### config.mk
export PLATFORM = sky130hd
export DESIGN_NAME = sram_port_seq
export DESIGN_NICKNAME = d
export VERILOG_FILES = /design/src/rtl/sram_seq_pkg.sv /design/src/rtl/sram_seq_timer.sv /design/src/rtl/sram_seq_plan.sv /design/src/rtl/sram_seq_pins.sv /design/src/rtl/sram_port_seq.sv
export SDC_FILE = /design/constraint.sdc
export NUM_CORES = 1
export LEC_CHECK = 0
export CORE_MARGIN = 1
export CORE_UTILIZATION = 35
export DETAILED_ROUTE_END_ITERATION = 10
export PLACE_DENSITY = 0.73
export SLEW_MARGIN = 15
export SYNTH_ARGS = -nofsm -noshare
export SYNTH_HDL_FRONTEND = slang
export SYNTH_SLANG_ARGS = --single-unit
### constraint.sdc
create_clock -name clk -period 2.5 [get_ports clk]
set_input_delay 0.5 -clock clk [delete_from_list [all_inputs] [get_ports clk]]
set_output_delay 0.5 -clock clk [all_outputs]
set_load 0.03 [all_outputs]
### src/rtl/sram_seq_pkg.sv
package sram_seq_pkg;

   typedef enum logic [2:0] {
      ST_IDLE    = 3'd0,
      ST_SETUP   = 3'd1,
      ST_STROBE  = 3'd2,
      ST_HOLD    = 3'd3,
      ST_RECOVER = 3'd4,
      ST_READ    = 3'd5
   } seq_state_e;

   function automatic int unsigned umax(input int unsigned a, input int unsigned b);
      return (a > b) ? a : b;
   endfunction

endpackage

### src/rtl/sram_seq_timer.sv
module sram_seq_timer #(
   parameter int unsigned CW = 4
) (
   input  logic          clk,
   input  logic          rst_n,
   input  logic          restart,
   output logic [CW-1:0] count
);

   always_ff @(posedge clk or negedge rst_n) begin
      if (!rst_n)       count <= '0;
      else if (restart) count <= '0;
      else              count <= count + 1'b1;
   end

endmodule

### src/rtl/sram_seq_plan.sv
module sram_seq_plan #(
   parameter int unsigned T_AS = 1,
   parameter int unsigned T_WP = 2,
   parameter int unsigned T_WZ = 1,
   parameter int unsigned T_DW = 1,
   parameter int unsigned T_AW = 2,
   parameter int unsigned CW   = 4
) (
   input  logic          ce_style,
   input  logic          oe_low,
   output logic [CW-1:0] strobe_len,
   output logic [CW-1:0] drive_from
);
   import sram_seq_pkg::*;

   // minimum strobe so that address-valid-to-end-of-write is met
   localparam int unsigned AW_NEED  = (T_AW > T_AS) ? (T_AW - T_AS) : 1;
   localparam int unsigned LEN_BASE = umax(T_WP, AW_NEED);
   // stretched strobe when the RAM drivers may still be on
   localparam int unsigned LEN_OE   = umax(LEN_BASE, T_WZ + T_DW);

   generate
      if (LEN_OE > LEN_BASE) begin : g_stretch
         always_comb begin
            if (!ce_style && oe_low) strobe_len = CW'(LEN_OE);
            else                     strobe_len = CW'(LEN_BASE);
         end
      end else begin : g_flat
         logic unused_opts;
         assign unused_opts = ce_style ^ oe_low;
         assign strobe_len  = CW'(LEN_BASE);
      end
   endgenerate

   // data goes on the bus T_DW cycles before the strobe ends
   assign drive_from = strobe_len - CW'(T_DW);

endmodule

### src/rtl/sram_seq_pins.sv
module sram_seq_pins #(
   parameter int unsigned CW = 4
) (
   input  sram_seq_pkg::seq_state_e state,
   input  logic                     ce_style,
   input  logic                     oe_low,
   input  logic [CW-1:0]            count,
   input  logic [CW-1:0]            drive_from,
   output logic                     ce_n,
   output logic                     rw_n,
   output logic                     oe_n,
   output logic                     dq_oe
);
   import sram_seq_pkg::*;

   logic in_setup, in_strobe, in_hold, in_read, wr_busy;

   assign in_setup  = (state == ST_SETUP);
   assign in_strobe = (state == ST_STROBE);
   assign in_hold   = (state == ST_HOLD);
   assign in_read   = (state == ST_READ);
   assign wr_busy   = in_setup | in_strobe | in_hold;

   always_comb begin
      if (ce_style) begin
         // read/write opens first, chip enable is the strobe
         ce_n = ~(in_strobe | in_read);
         rw_n = ~wr_busy;
         oe_n = ~in_read;
      end else begin
         // chip enable opens first, read/write is the strobe
         ce_n = ~(wr_busy | in_read);
         rw_n = ~in_strobe;
         oe_n = ~((wr_busy & oe_low) | in_read);
      end
   end

   assign dq_oe = (in_strobe && (count >= drive_from)) || in_hold;

endmodule

### src/rtl/sram_port_seq.sv
module sram_port_seq #(
   parameter int unsigned AW    = 11,
   parameter int unsigned DW    = 8,
   parameter int unsigned T_AS  = 1,
   parameter int unsigned T_WP  = 2,
   parameter int unsigned T_WZ  = 1,
   parameter int unsigned T_DW  = 1,
   parameter int unsigned T_DH  = 1,
   parameter int unsigned T_WR  = 1,
   parameter int unsigned T_AW  = 2,
   parameter int unsigned T_ACC = 2
) (
   input  logic          clk,
   input  logic          rst_n,
   input  logic          req_valid,
   input  logic          req_write,
   input  logic          req_ce_style,
   input  logic          req_oe_low,
   input  logic [AW-1:0] req_addr,
   input  logic [DW-1:0] req_wdata,
   output logic          req_ready,
   output logic          ack,
   output logic [DW-1:0] rdata,
   output logic [AW-1:0] mem_addr,
   output logic          mem_ce_n,
   output logic          mem_rw_n,
   output logic          mem_oe_n,
   output logic [DW-1:0] mem_dq_out,
   output logic          mem_dq_oe,
   input  logic [DW-1:0] mem_dq_in
);
   import sram_seq_pkg::*;

   localparam int unsigned TMAX = umax(umax(umax(T_AS, T_WP), umax(T_WZ + T_DW, T_AW)),
                                       umax(umax(T_DH, T_WR), T_ACC));
   localparam int unsigned CW   = $clog2(TMAX + 1) + 1;

   // elaboration-time parameter checks
   generate
      if (AW < 1 || DW < 1) begin : g_bad_width
         $error("sram_port_seq: AW and DW must be at least 1");
      end
      if (T_AS < 1 || T_WP < 1 || T_WZ < 1 || T_DW < 1 ||
          T_DH < 1 || T_WR < 1 || T_AW < 1 || T_ACC < 1) begin : g_bad_timing
         $error("sram_port_seq: every interval must be at least one cycle");
      end
      if (T_DW > T_WP) begin : g_bad_dw
         $error("sram_port_seq: T_DW may not exceed T_WP");
      end
   endgenerate

   seq_state_e    state_q, state_d;
   logic          style_q, oe_low_q;
   logic [AW-1:0] addr_q;
   logic [DW-1:0] wdata_q, rdata_q;
   logic          ack_q;
   logic [CW-1:0] count, stage_len, strobe_len, drive_from;
   logic          stage_last, accept, restart;

   sram_seq_plan #(
      .T_AS(T_AS), .T_WP(T_WP), .T_WZ(T_WZ), .T_DW(T_DW), .T_AW(T_AW), .CW(CW)
   ) i_plan (
      .ce_style  (style_q),
      .oe_low    (oe_low_q),
      .strobe_len(strobe_len),
      .drive_from(drive_from)
   );

   always_comb begin
      unique case (state_q)
         ST_SETUP:   stage_len = CW'(T_AS);
         ST_STROBE:  stage_len = strobe_len;
         ST_HOLD:    stage_len = CW'(T_DH);
         ST_RECOVER: stage_len = CW'(T_WR);
         ST_READ:    stage_len = CW'(T_ACC);
         default:    stage_len = CW'(1);
      endcase
   end

   assign stage_last = (count == stage_len - 1'b1);
   assign accept     = (state_q == ST_IDLE) && req_valid;
   assign restart    = (state_q == ST_IDLE) || stage_last;

   sram_seq_timer #(.CW(CW)) i_timer (
      .clk    (clk),
      .rst_n  (rst_n),
      .restart(restart),
      .count  (count)
   );

   always_comb begin
      state_d = state_q;
      unique case (state_q)
         ST_IDLE:    if (accept) state_d = req_write ? ST_SETUP : ST_READ;
         ST_SETUP:   if (stage_last) state_d = ST_STROBE;
         ST_STROBE:  if (stage_last) state_d = ST_HOLD;
         ST_HOLD:    if (stage_last) state_d = ST_RECOVER;
         ST_RECOVER: if (stage_last) state_d = ST_IDLE;
         ST_READ:    if (stage_last) state_d = ST_IDLE;
         default:    state_d = ST_IDLE;
      endcase
   end

   always_ff @(posedge clk or negedge rst_n) begin
      if (!rst_n) begin
         state_q  <= ST_IDLE;
         style_q  <= 1'b0;
         oe_low_q <= 1'b0;
         addr_q   <= '0;
         wdata_q  <= '0;
         rdata_q  <= '0;
         ack_q    <= 1'b0;
      end else begin
         state_q <= state_d;
         ack_q   <= ((state_q == ST_RECOVER) || (state_q == ST_READ)) && stage_last;
         if (accept) begin
            style_q  <= req_ce_style;
            oe_low_q <= req_oe_low;
            addr_q   <= req_addr;
            wdata_q  <= req_wdata;
         end
         if ((state_q == ST_READ) && stage_last) rdata_q <= mem_dq_in;
      end
   end

   sram_seq_pins #(.CW(CW)) i_pins (
      .state     (state_q),
      .ce_style  (style_q),
      .oe_low    (oe_low_q),
      .count     (count),
      .drive_from(drive_from),
      .ce_n      (mem_ce_n),
      .rw_n      (mem_rw_n),
      .oe_n      (mem_oe_n),
      .dq_oe     (mem_dq_oe)
   );

   assign req_ready  = (state_q == ST_IDLE);
   assign ack        = ack_q;
   assign rdata      = rdata_q;
   assign mem_addr   = addr_q;
   assign mem_dq_out = wdata_q;

endmodule

==> metrics.md <==
| Metric | Value |
|---|---|
| Starting density of the core | `36.8%` |
| Worst-Margin Slew | `430 ps` |
| DR vias/cell | `4.98` |
| Number of global-route vias before repair | `1,164` |
| Multi-input combinational cell area | `648 µm²` |
| CP Class | `register to output pin` |
| Placement Cell Area | `2310 µm²` |
| H-tree Lvls | `2` |
| Synth Area in Adders | `1.55%` |
| Sequential Area | `902 µm²` |
| DRC errors left | `0` |
| Routed wl met3 | `261 µm` |
| CTS Hold Bufs | `0` |
| Worst Path Required | `2000 ps` |
| FFs w/ async S/R, synth | `100%` |
| First-pass GRT wire length | `5540 µm` |
| Post-Syn Instances | `122` |
| Max transition margin | `71.4%` |
| Post-CTS Setup Inserts | `0` |
| Clk Latency, worst-skew pair | `280 ps` |
| Ant. Diodes | `0` |
| Grt ovf | `0` |
| CTS Buffer Depth | `2` |
| GRT Total Usage | `15.1%` |
| Max Cap Violations | `0` |
| Post-synthesis compound-gate area fraction | `6.66%` |
| Status | `complete, no violations` |
| Top cell type's share of synthesized area | `55.8%` |
| Worst hold slack | `487 ps` |
| Post-synthesis cell area | `1620 µm²` |
| I/O pin total | `66` |
| Final Non-Filler Cells | `242` |
| Cts bufs inserted | `5` |
| Crit-path max cell delay | `660 ps` |
| PD cells | `1380 nW/µm²` |
| Register area share after synthesis | `55.8%` |
| Wire per inst | `13.9 µm` |
| Number of distinct library cells after synthesis | `39` |
| Period utilization | `94.5%` |
| Cell family with most CP delay | `buffers and inverters` |
| CTS tree | `built` |
| Die outline height | `69.9 µm` |
| Crit path max fanout | `14` |
| TNS Setup | `0 ps` |
| HPWL after DPL | `2540 µm` |
| Detailed-route via count | `1,205` |
| Fmax | `423 MHz` |
| Worst Clk Skew | `5.75 ps` |
| Die ar. | `4890 µm²` |
| Final wirelength | `3350 µm` |
| Max Slew Vio Count | `0` |
| Initial antenna violation count | `0` |
| Setup crit start kind | `register` |
| Clock-pin slew on the worst setup and hold paths | `60 ps` |
| Layout cells sized above 1 | `8.42%` |
| Crit-path cells | `mux2_2 -> nand2_1 -> clkdlybuf4s50_1` |
| Clk root buf | `clkbuf_8` |
| Fillers | `367` |
| Final Util | `54.3%` |
| Area of the core | `4380 µm²` |
| Avg Inst Size Synth | `13.2 µm²` |
| Fin. Hold Viols | `0` |
| Seq cells post-synth | `36` |
| Most area-consuming cells after synthesis | `dfrtp_1, mux2_1, a21oi_1, ha_1, buf_6` |
| Post-Synth Simple-Gate Area | `9.37%` |
| WP buf/inv | `1` |
| Finished Cell Area | `2380 µm²` |
| Worst Path Arrival | `1860 ps` |
| Crit end category | `output pin` |
| Post-place setup slack | `281 ps` |
| RSZ-0062 raised after global routing | `false` |
| # port buffers | `65` |
| Leakage power | `1.01 nW` |
| Worst Hold Class | `register to register` |
| Synth Flop Type | `dfrtp_1` |
| Total Nets Final | `225` |
| Largest family of logic cells by synthesized area | `multiplexers` |
| Synth top cells by count | `dfrtp_1, mux2_1, a21oi_1` |
| Yosys warns | `0` |
| Overall die width | `69.9 µm` |
| Area grow syn2layout | `47.5%` |
| Post-synth top area cell | `dfrtp_1` |
| Top-count cell post-synth | `dfrtp_1` |
| Remaining antenna violation count | `0` |
| Placed Cells | `235` |
| Placer Congestion | `0.840` |
| Met2 WL | `1610 µm` |
| Xor and xnor area share after synthesis | `1.63%` |
| # rows | `24` |
| Final setup fails | `0` |
| Crit-path slowest cell | `clkdlybuf4s50_1` |
| Wl on met1 | `1440 µm` |
| Clock period minus worst slack | `2360 ps` |
| Detailed Routing Iterations Pass 1 | `4` |
| Top Layer Used | `met4` |
| Post-synth EDFFs | `0` |
| Mux cell area share after synthesis | `20.9%` |
| Largest net degree at the start of global routing | `37` |
| Sink Count | `36` |
| Max IR drop VDD | `0.779 mV` |
| Syn_nets | `157` |
| DRT iter0 DRCs | `64` |
| Worst Slack Setup Final | `137 ps` |
| Total power | `3.28 mW` |
==> what timing repair did <==
item / CTS / global route
pin swaps: 0 / 0
gates resized for setup: 2 / 1
setup endpoints to repair: 2 / 2
cloned: 0 / 0
==> worst reg2reg max path, stage by stage (launching register included) <==
cell and delay (ps):
dfrtp_1 500, or3_4 440, inv_2 80, and2_4 330, mux2_1 370
==> routing by layer <==
metal	vias to the layer above	track usage, %
met2	66	23.3
li1	567	-
met3	2	5.19
met4	0	7.33
met1	570	18.9
met5	-	0
==> cell type report <==
type	count	area share [%]
Tap cell	52	2.73
Timing Repair Buffer	68	28.2
Multi-Input combinational cell	74	27.2
Inverter	5	0.788
Clock inverter	1	0.210
Sequential cell	36	37.9
Clock buffer	6	3.05
==> state kept, by name (all words and copies together) (netlist names) <==
signal,flops
mem_addr,11
mem_dq_out,8
state_q,3
ack,1
oe_low_q,1
i_timer.count,3
rdata,8
style_q,1
==> final timing paths <==
path | start | endpoint | slack (ps) | depth (start not counted)
max in group asynchronous | rst_n | state_q[0] | 1540 | 2
hold / removal | mem_dq_out[0] | mem_dq_out[0] | 490 | 1
hold reg to reg | mem_dq_out[0] | mem_dq_out[0] | 490 | 1
min in group asynchronous | rst_n | mem_addr[8] | 640 | 2
setup reg to reg | state_q[1] | mem_addr[1] | 660 | 4
setup / recovery | state_q[0] | mem_rw_n | 140 | 3
==> power by group <==
group	switching, mW	internal, mW	total [mW]	leakage [nW]
Sequential	0.188	0.869	1.06	0.431
Combinational	1.01	0.848	1.86	0.534
Clock	0.176	0.189	0.365	0.0410
==> cells by family after synthesis <==
logic type,after synthesis
AOI/OAI and AO/OA,16
buffers and inverters,12
muxes,30
xor gates and xnor gates,3
and+or+nand+nor,23
adders and majority gates,2
DFF,36
==> cells in the final DEF (no fill, tap or decap), drive strengths merged, types with 2 or more instances in the layout <==
| cell | count |
|---|---|
| clkdlybuf4s50 | 63 |
| dfrtp | 36 |
| mux2 | 30 |
| clkbuf | 6 |
| a21oi | 5 |
| inv | 5 |
| nor2 | 3 |
| o211ai | 3 |
| nand2 | 3 |
| buf | 3 |
| nor2b | 2 |
| xnor2 | 2 |
| nor4b | 2 |
| ha | 2 |
| dlygate4sd2 | 2 |
| or3 | 2 |
| o21ai | 2 |
| and2 | 2 |
| or2 | 2 |
No activity file was read; power rests on OpenSTA's default activity.
